File: src/rtl/sio_irq_pkg.sv
package sio_irq_pkg;
    localparam int NUM_SRC = 4;
    localparam int CODE_W  = $clog2(NUM_SRC);

    typedef enum logic [CODE_W-1:0] {
        CLS_MODEM = 2'd0,
        CLS_TXE   = 2'd1,
        CLS_RXD   = 2'd2,
        CLS_RXERR = 2'd3
    } irq_cls_e;

    typedef struct packed {
        logic ack;
    } txack_state_t;
endpackage

File: src/rtl/sio_irq_prio.sv
module sio_irq_prio #(
    parameter int NUM_SRC = 4,
    localparam int CODE_W = (NUM_SRC > 1) ? $clog2(NUM_SRC) : 1
) (
    input  logic [NUM_SRC-1:0] req,
    output logic               any,
    output logic [CODE_W-1:0]  code
);
    // Highest set index wins; the code stays 0 when no request is set.
    always_comb begin
        code = '0;
        for (int i = 0; i < NUM_SRC; i++) begin
            if (req[i]) begin
                code = CODE_W'(i);
            end
        end
    end

    assign any = |req;

    // An idle encoder must report code 0
    always_comb begin
        if (!any) begin
            AST_IDLE_CODE_ZERO: assert (code == '0);
        end
    end
endmodule

File: src/rtl/sio_irq_txack.sv
module sio_irq_txack
    import sio_irq_pkg::*;
(
    input  logic clk,
    input  logic rst_n,
    input  logic id_rd,
    input  logic tx_reported,
    input  logic thr_write,
    output logic ack_q
);
    txack_state_t state_d, state_q;

    always_comb begin
        state_d = state_q;
        if (id_rd && tx_reported) begin
            state_d.ack = 1'b1;
        end
        if (thr_write) begin
            state_d.ack = 1'b0;
        end
    end

    always_ff @(posedge clk or negedge rst_n) begin
        if (!rst_n) begin
            state_q <= '0;
        end else begin
            state_q <= state_d;
        end
    end

    assign ack_q = state_q.ack;

    AST_WRITE_REARMS: assert property (@(posedge clk) disable iff (!rst_n)
        thr_write |=> !ack_q);
    AST_READ_ACKS: assert property (@(posedge clk) disable iff (!rst_n)
        (id_rd && tx_reported && !thr_write) |=> ack_q);
endmodule

File: src/rtl/sio_irq_ident.sv
module sio_irq_ident
    import sio_irq_pkg::*;
(
    input  logic                clk,
    input  logic                rst_n,
    input  logic [NUM_SRC-1:0]  en_mask,
    input  logic                gate_en,
    input  logic                cond_rxerr,
    input  logic                cond_rxdata,
    input  logic                thr_empty,
    input  logic                cond_modem,
    input  logic                thr_write,
    input  logic                id_rd,
    output logic                irq,
    output logic [CODE_W:0]     id_val
);
    logic [NUM_SRC-1:0] raw;
    logic [NUM_SRC-1:0] req;
    logic               any_pend;
    logic [CODE_W-1:0]  cls_code;
    logic               tx_ack_q;
    logic               tx_reported;

    // Raw condition vector; the index is the class code.
    always_comb begin
        raw            = '0;
        raw[CLS_MODEM] = cond_modem;
        raw[CLS_TXE]   = thr_empty & ~tx_ack_q;
        raw[CLS_RXD]   = cond_rxdata;
        raw[CLS_RXERR] = cond_rxerr;
    end

    for (genvar g = 0; g < NUM_SRC; g++) begin : g_mask
        assign req[g] = raw[g] & en_mask[g];
    end

    sio_irq_prio #(
        .NUM_SRC (NUM_SRC)
    ) u_prio (
        .req  (req),
        .any  (any_pend),
        .code (cls_code)
    );

    assign tx_reported = any_pend && (cls_code == CLS_TXE);

    sio_irq_txack u_txack (
        .clk         (clk),
        .rst_n       (rst_n),
        .id_rd       (id_rd),
        .tx_reported (tx_reported),
        .thr_write   (thr_write),
        .ack_q       (tx_ack_q)
    );

    assign id_val = {cls_code, ~any_pend};
    assign irq    = gate_en & any_pend;

    AST_GATE_BLOCKS: assert property (@(posedge clk) disable iff (!rst_n)
        !gate_en |-> !irq);
    AST_LINE_MATCHES_FLAG: assert property (@(posedge clk) disable iff (!rst_n)
        gate_en |-> (irq == !id_val[0]));
    AST_FAULT_TOP: assert property (@(posedge clk) disable iff (!rst_n)
        (cond_rxerr && en_mask[CLS_RXERR]) |-> (id_val == {CLS_RXERR, 1'b0}));
    AST_IDLE_VALUE: assert property (@(posedge clk) disable iff (!rst_n)
        id_val[0] |-> (id_val[CODE_W:1] == '0));
    AST_TX_ACK_HIDES: assert property (@(posedge clk) disable iff (!rst_n)
        (id_rd && id_val == {CLS_TXE, 1'b0} && !thr_write) |=> (id_val != {CLS_TXE, 1'b0}));
endmodule

File: config.mk
export PLATFORM = sky130hd
export DESIGN_NAME = sio_irq_ident
export DESIGN_NICKNAME = d
export VERILOG_FILES = /design/src/rtl/sio_irq_pkg.sv /design/src/rtl/sio_irq_prio.sv /design/src/rtl/sio_irq_txack.sv /design/src/rtl/sio_irq_ident.sv
export SDC_FILE = /design/constraint.sdc
export NUM_CORES = 1
export LEC_CHECK = 0
export BUFFER_PORTS_ARGS = -buffer_cell sky130_fd_sc_hd__buf_2
export CAP_MARGIN = 20
export CORE_AREA = 2 2 39 41
export CTS_CLUSTER_DIAMETER = 30
export DETAILED_ROUTE_END_ITERATION = 6
export DIE_AREA = 0 0 41 43
export SKIP_CTS_REPAIR_TIMING = 1
export SLEW_MARGIN = 20
export SYNTH_ARGS = -nofsm -noshare
export SYNTH_HDL_FRONTEND = slang
export SYNTH_SLANG_ARGS = --single-unit
File: constraint.sdc
create_clock -name clk -period 2.1 [get_ports clk]
set_input_delay 0.42 -clock clk [delete_from_list [all_inputs] [get_ports clk]]
set_output_delay 0.42 -clock clk [all_outputs]
set_load 0.005 [all_outputs]
# == Word-level counts from Yosys, hierarchy flattened ==
# Index checks and enable logic that the tools add are counted.
# totals
input_bits,13
output_inout_bits,4
register_bits,1
# classes
mux,5
n_bitwise,8
n_eq_ne,1
reduce_logical,4
# op_table
op,count
$and 1x1->1,6
$mux 2,2
$reduce_or 4->1,1
$mux 1,3
$eq 2x1->1 const B,1
$logic_and 1x1->1,2
$not 1->1,2
$reduce_bool 2->1,1

# == Logic depth before layout (Yosys ltp) ==
# Gate-level depths: netlist of run 1.
# depth
ltp_word,11
depth_mapped,3

# == By module ==
# Synthesis of run 1 repeated with hierarchy kept, for this count alone.
# hier_totals
hier_cells,14
area_unflattened_um2,105.1
# modules_own_cells
mod,seq_area_each_um2,cells_each,instances,area_per_inst_um2
sio_irq_ident,0.0,7,1,47.5
sio_irq_txack,25.0,3,1,33.8
sio_irq_prio,0.0,4,1,23.8

# == Worst setup path after synthesis of run 1 ==
# OpenSTA, ideal clock, no wires.
# synth_path
path_kind,input -> output
start,input cond_rxerr
end,output id_val[0]
t_arrival_ps,811
cell_stages,2
setup_slack_ps,869
required_ps,1680
cell_sequence,a22oi_2 -> and3_1
# synth_via
elab_chain_cells,3
# synth_rtl
item,line,text
from (decl),sio_irq_ident.sv:8,"input logic cond_rxerr,"
$and 1x1->1,sio_irq_ident.sv:34,assign req[g] = raw[g] & en_mask[g];
$reduce_or 4->1,sio_irq_prio.sv:19,assign any = |req;
$not 1->1,sio_irq_ident.sv:56,"assign id_val = {cls_code, ~any_pend};"
to (decl),sio_irq_ident.sv:15,output logic [CODE_W:0] id_val
# No other way between the ends.

# == Final worst setup path of run 1 ==
# Ends and elaborated chain as after synthesis.

==> metrics.cfg, run 1 <==
[min_path]
hp-class = input pin to async pin

[sta]
fmax_mhz = 680.7
slew_headroom_pct = 85.46
finalClockSkew_ns = 0
fin_crit_ns = 1.469
tns_ns = 0
worst_pin_slew_ns = 0.2181
finalHoldViolations = 0
rsz0062_at_grt = false
min_period_over_period_pct = 69.95
holdWs_ns = 0.1987
maxSlewViolCount = 0
finalSetupViolCount = 0

[critical_path]
reg2reg_slack_ns = 1.50
setup.worst_path.start_class = input pin
cp_max_fo = 3
r2r_cells = 2
cp_data_required_time_ns = 1.68
arrival_ns = 1.05
path_class = input pin to output pin
end_kind = output pin

[floorplan]
initial_utilization_pct = 7.866
die_area_um2 = 1763
dieWidth_um = 41
die_h_um = 43
num_rows = 14
io_pins = 17
coreArea_um2 = 1384

[detailed_routing]
drt-initial-drc-count = 0
num_vias = 170
viasPerCell = 3.696
ant_nets = 0
drc = 0
first_pass_iters = 1
wirelength_um = 336
wire_per_inst_um = 7.304

[finish]
final_cell_mix = buf_2, nand2_1, inv_1
utilization_pct = 15.10
fin_nets = 45
area_growth_pct = 91.95
drive_above_1_share_pct = 63.33
layout_commonest_cell = buf_2
n_antenna_cell = 0
finalInstanceArea_um2 = 209.0
largest_reg_flops = 1

[power]
p_per_area_nw_per_um2 = 254.2
p_leak_uw = 0.0001136
vdd_ir_drop_max_uv = 110.5
power_uw = 53.11

[yosys]
synth_compound_area_share_pct = 33.33
ys_types = 12
avgSynthCellArea_um2 = 7.775
synthesis.nets = 27
synth_top_family_by_area = compound AO/OA/AOI/OAI gates
syn_area_um2 = 108.9
synthCells = 14
synth-xor-area-share_pct = 0
ys_seq_elements = 1
synthSimpleGateAreaFrac_pct = 33.33
synthAdderAreaFrac_pct = 0
ys_seq_area_share_pct = 22.99
synthMuxAreaShare_pct = 0
yosys_warnings = 0

[clock_tree]
clock_latency_ns = 0
clk_pin_slew_ns = 0

[placed_design]
place_area_um2 = 209.0
hpwl_um = 330.5
routabilityCongestion = 0.5658
io_buffers = 16

[global_routing]
grt_max_degree = 4
grt_antenna_before_repair = 0
grtUsageTotal_pct = 3.604
overflow = 0
grt_pass1_wl_um = 455
grt_pass1_vias = 142

[run]
drv_cap = 0

[outcome]
status = complete, no violations

## synth_stat cells, drive strengths merged
master  number  area [um2]
inv          3       11.26
nand2        2       7.510
a22oi        1       12.51
a31oi        1       6.260
and2         1       6.260
and3         1       6.260
dfrtp        1       25.02
nand3b       1       7.510
nand4b       1       8.760
o21ai        1       5.000
o22ai        1       12.51
## worst paths after layout
kind,startpoint,endpoint
worst max register to register,u_txack.ack_q,u_txack.ack_q
worst min-delay path,rst_n,u_txack.ack_q
worst min register to register,u_txack.ack_q,u_txack.ack_q
max in group asynchronous,rst_n,u_txack.ack_q
worst max-delay path,cond_rxerr,id_val[0]
min in group clk,u_txack.ack_q,u_txack.ack_q
## metal layers
| layer | GRT usage (%) | vias to the layer above | share of wire, % |
|---|---|---|---|
| met5 | 0 | - | 0 |
| met4 | 0 | 0 | 0 |
| met3 | 0 | 0 | 24 |
| met2 | 8.125 | 17 | 40 |
| met1 | 3.185 | 70 | 35 |
| li1 | - | 83 | - |
## critical path: stages
cell     delay [ns]
buf_2          0.11
a22oi_2        0.24
and3_1         0.18
buf_2          0.10
## report_power, final
| part | switching (uW) | internal (uW) | leakage, uW |
|---|---|---|---|
| registers | 0.338 | 20.5 | 0.0000137 |
| logic | 14.0 | 18.3 | 0.0000999 |
| clock network | 0 | 0 | 0 |
| total | 14.3 | 38.8 | 0.000114 |
## layout make-up
| cell class | instances | area, um2 |
|---|---|---|
| fill | 161 | 1175 |
| inverter | 3 | 11.26 |
| multi-input combinational | 10 | 72.57 |
| sequential | 1 | 25.02 |
| tap | 16 | 20.02 |
| timing repair buffer | 16 | 80.08 |
## cells by family after synthesis
logic type             after synthesis
and+or+nand+nor                      6
DFF                                  1
AOI/OAI and AO/OA                    4
buffers and inverters                3
## metrics by stage
stage / instances / setup WS, ns
5_1_grt: 46 / 0.5580
4_1_cts: 46 / 0.6183
3_5_place_dp: 46 / 0.6207
2_1_floorplan: 14 / 0.8686
3_3_place_gp: 46 / 0.6520
6_report: 46 / 0.6310
No activity file was read; power rests on OpenSTA's default activity.
==> run 2, diff against run 1 <==
Clock period 2.1 ns to 1.2 ns, I/O delays scaled along.
==> metrics.cfg, run 2 (synthesized netlist as in run 1, its figures left out) <==
[sta]
fmax_mhz = 923.5
fin_ws_ns = 0.1172  ; was 0.6310 ns
rsz0062_at_grt = false  ; unchanged
maxSlewViolCount = 0  ; unchanged
finalClockSkew_ns = 0  ; unchanged
worst_pin_slew_ns = 0.1760  ; was 0.2181 ns
fin_crit_ns = 1.083
holdWs_ns = 0.01607  ; was 0.1987 ns
finalHoldViolations = 0  ; unchanged
finalSetupViolCount = 0  ; unchanged
min_period_over_period_pct = 90.23
tns_ns = 0  ; unchanged
slew_headroom_pct = 88.27  ; was 85.46%

[placed_design]
hpwl_um = 319.7  ; was 330.5 um
dpl_worst_slack_ns = 0.06657  ; was 0.6207 ns
place_area_um2 = 209.0  ; unchanged
io_buffers = 16  ; unchanged
routabilityCongestion = 0.5806  ; was 0.5658

[clock_tree]
clk_pin_slew_ns = 0  ; about the same
clock_latency_ns = 0  ; about the same

[detailed_routing]
first_pass_iters = 2  ; was 1
viasPerCell = 3.511  ; was 3.696
ant_nets = 0  ; unchanged
wirelength_um = 334  ; was 336 um
wire_per_inst_um = 7.106  ; was 7.304 um
drt-initial-drc-count = 3  ; was 0
num_vias = 165  ; was 170
drc = 0  ; unchanged

[critical_path]
end_kind = output pin  ; unchanged
cp_data_required_time_ns = 0.96  ; was 1.68 ns
path_class = input pin to output pin  ; unchanged
cp_max_fo = 3  ; unchanged
arrival_ns = 0.84  ; was 1.05 ns
setup.worst_path.start_class = input pin  ; unchanged

[finish]
largest_reg_flops = 1  ; unchanged
fill_cells = 164  ; was 161
layout_commonest_cell = buf_2  ; unchanged
n_antenna_cell = 0  ; unchanged
finalInstanceArea_um2 = 216.5  ; was 209.0 um2
final_cell_mix = buf_2, nand2_1, inv_1  ; unchanged
area_growth_pct = 98.85  ; was 91.95%
fin_nets = 46  ; was 45
drive_above_1_share_pct = 64.52  ; was 63.33%

[floorplan]
io_pins = 17  ; unchanged
dieWidth_um = 41  ; unchanged
initial_utilization_pct = 7.866  ; unchanged
die_area_um2 = 1763  ; unchanged
num_rows = 14  ; unchanged
die_h_um = 43  ; unchanged
coreArea_um2 = 1384  ; unchanged

[global_routing]
grt_pass1_vias = 129  ; was 142
grt_antenna_before_repair = 0  ; unchanged
grt_pass1_wl_um = 434  ; was 455 um
overflow = 0  ; unchanged
grtUsageTotal_pct = 3.403  ; was 3.604%
grt_max_degree = 4  ; unchanged

[run]
drv_cap = 0  ; unchanged

[outcome]
status = complete, no violations  ; unchanged

[power]
vdd_ir_drop_max_uv = 166.8  ; was 110.5 uV
p_leak_uw = 0.0001183  ; was 0.0001136 uW
p_per_area_nw_per_um2 = 446.5  ; was 254.2 nW/um2

[min_path]
hp-class = input pin to async pin  ; unchanged

[run 2: worst paths after layout]
path | depth (start not counted) | endpoint | slack, ns | start
min in group clk | 2 | u_txack.ack_q | 0.46 | thr_write
worst min-delay path | 1 | u_txack.ack_q | 0.02 | rst_n
max in group asynchronous | 1 | u_txack.ack_q | 1.10 | rst_n
worst max register to register | 2 | u_txack.ack_q | 0.60 | u_txack.ack_q
worst min register to register | 2 | u_txack.ack_q | 0.53 | u_txack.ack_q
worst max-delay path | 5 | id_val[2] | 0.12 | en_mask[3]
[run 2: metal layers]
| metal | share of wire (%) | global-route usage, % | vias to the layer above |
|---|---|---|---|
| met5 | 0 | 0 | - |
| li1 | - | - | 84 |
| met1 | 48 | 4.777 | 64 |
| met2 | 34 | 5.938 | 17 |
| met4 | 0 | 0 | 0 |
| met3 | 17 | 0 | 0 |
[run 2: where the power goes]
| part | internal, uW | leakage, uW | switching, uW |
|---|---|---|---|
| Combinational | 35.1 | 0.000105 | 25.1 |
| Sequential | 35.8 | 0.0000137 | 0.634 |
| Clock | 0 | 0 | 0 |
[run 2: area by class of cell]
cell class | instances | area [um2] | area share (%)
multi-input combinational | 10 | 72.57 | 33.53
inverter | 3 | 11.26 | 5.202
timing repair buffer | 17 | 87.58 | 40.46
tap | 16 | 20.02 | 9.249
sequential | 1 | 25.02 | 11.56
[run 2: stage by stage]
step           instances  utilization [%]  total power (uW)
2_1_floorplan         14                -             58.12
3_3_place_gp          46            15.10             93.55
3_5_place_dp          46            15.10             93.82
4_1_cts               46            15.10             94.04
5_1_grt               47            15.64             106.8
6_report              47            15.64             96.66
[run 2: worst max-delay path, cell delays in order]
cell and delay (ns):
buf_2 0.11, a22oi_2 0.20, buf_4 0.15, inv_2 0.03, buf_2 0.11
==> run 3, diff against run 2 <==
Settings changed: BUFFER_PORTS_ARGS -buffer_cell sky130_fd_sc_hd__buf_2 to not set, DONT_BUFFER_PORTS set to 1.
==> metrics.cfg, run 3 (synthesized netlist as in run 1, its figures left out) <==
[critical_path]
cpMaxStageDelayCell = dfrtp_1  ; was a22oi_2
setup.worst_path.start_class = flip-flop  ; was input pin
end_kind = output pin  ; unchanged
cp_max_fo = 3  ; unchanged
critical_path.max_stage_delay_ns = 0.35  ; was 0.20 ns
arrival_ns = 0.78  ; was 0.84 ns
r2r_cells = 2  ; unchanged
path_class = flip-flop to output pin  ; was input pin to output pin
path_cells = nand3b_1 > o21ai_0  ; was buf_2 > a22oi_2 > buf_4 > inv_2 > buf_2
cp_data_required_time_ns = 0.96  ; about the same

[sta]
maxSlewViolCount = 0  ; unchanged
worst_pin_slew_ns = 0.2130  ; was 0.1760 ns
min_period_over_period_pct = 84.97  ; was 90.23%
finalHoldViolations = 0  ; unchanged
slew_headroom_pct = 85.65  ; was 88.27%
finalClockSkew_ns = 0  ; unchanged
finalSetupViolCount = 0  ; unchanged
fmax_mhz = 980.8  ; was 923.5 MHz
rsz0062_at_grt = false  ; unchanged
fin_crit_ns = 1.020  ; was 1.083 ns
tns_ns = 0  ; unchanged

[finish]
n_antenna_cell = 0  ; unchanged
final_cell_mix = nand2_1, inv_1  ; was buf_2, nand2_1, inv_1
area_growth_pct = 27.59  ; was 98.85%
fin_nets = 30  ; was 46
drive_above_1_share_pct = 20.00  ; was 64.52%
utilization_pct = 10.04  ; was 15.64%
largest_reg_flops = 1  ; unchanged

[min_path]
holdPathStages = 1
hp-class = input pin to flip-flop  ; was input pin to async pin

[clock_tree]
clock_latency_ns = 0  ; about the same
clk_pin_slew_ns = 0  ; about the same

[outcome]
status = complete, no violations  ; unchanged

[placed_design]
io_buffers = 0  ; was 16
routabilityCongestion = 0.5625  ; was 0.5806

[detailed_routing]
drc = 0  ; unchanged
wire_per_inst_um = 7.484  ; was 7.106 um
ant_nets = 0  ; unchanged
num_vias = 117  ; was 165
viasPerCell = 3.774  ; was 3.511
wirelength_um = 232  ; was 334 um
first_pass_iters = 4  ; was 2
drt-initial-drc-count = 2  ; was 3

[floorplan]
io_pins = 17  ; unchanged
dieWidth_um = 41  ; unchanged
initial_utilization_pct = 7.866  ; unchanged
num_rows = 14  ; unchanged
die_h_um = 43  ; unchanged
coreArea_um2 = 1384  ; unchanged
die_area_um2 = 1763  ; unchanged

[global_routing]
grt_max_degree = 4  ; unchanged
grt_pass1_wl_um = 262  ; was 434 um
grt_antenna_before_repair = 0  ; unchanged
grtUsageTotal_pct = 2.104  ; was 3.403%
grt_pass1_vias = 84  ; was 129
overflow = 0  ; unchanged

[power]
vdd_ir_drop_max_uv = 174.7  ; was 166.8 uV
p_per_area_nw_per_um2 = 459.3  ; was 446.5 nW/um2
p_leak_uw = 0.00005308  ; was 0.0001183 uW

[run]
drv_cap = 0  ; unchanged

-- run 3: cell count changes in the layout (fill, tap and decap cells not counted), sizes merged --
cell	change
dlygate4sd3	+1
buf	-17
-- run 3: metal layers --
metal | part of all wire [%] | up-vias | routed length [um] | global-route usage (%)
met5 | 0 | - | 0 | 0
met4 | 0 | 0 | 0 | 0
met3 | 34 | 0 | 80 | 1.047
met2 | 33 | 19 | 76 | 3.438
met1 | 32 | 46 | 75 | 2.556
li1 | - | 52 | - | -
-- run 3: final timing paths --
path,start,end,slack (ns)
min in group asynchronous,rst_n,u_txack.ack_q,0.46
setup / recovery,u_txack.ack_q,id_val[1],0.18
hold reg to reg,u_txack.ack_q,u_txack.ack_q,0.52
setup reg to reg,u_txack.ack_q,u_txack.ack_q,0.60
max in group asynchronous,rst_n,u_txack.ack_q,0.64
hold / removal,thr_write,u_txack.ack_q,0.35
-- run 3: cell type report --
cell class | instances | area [um2]
Fill cell | 161 | 1245
Inverter | 3 | 11.26
Multi-Input combinational cell | 10 | 72.57
Sequential cell | 1 | 25.02
Tap cell | 16 | 20.02
Timing Repair Buffer | 1 | 10.01
-- run 3: report_power, final --
group          switching, uW  internal [uW]
clock network              0              0
logic                   13.7           13.7
registers              0.561           35.8
total                   14.3           49.5
-- run 3: stage by stage --
step / instances / hold WS [ns] / setup slack [ns] / total power [uW] / instance area (um2)
6_report: 31 / 0.3485 / 0.1804 / 63.79 / 138.9
3_3_place_gp: 30 / -0.05555 / 0.1737 / 61.60 / 128.9
5_1_grt: 31 / 0.3506 / 0.09175 / 69.66 / 138.9
4_1_cts: 30 / -0.05554 / 0.1517 / 62.10 / 128.9
2_1_floorplan: 14 / -0.05559 / 0.2395 / 58.12 / 108.9
3_5_place_dp: 30 / -0.05554 / 0.1517 / 62.04 / 128.9
-- run 3: critical path: cells and delay by family, from the launching register on --
family          cells  cell delay [ns]
flops               1             0.35
compound gates      1             0.24
simple gates        1             0.19
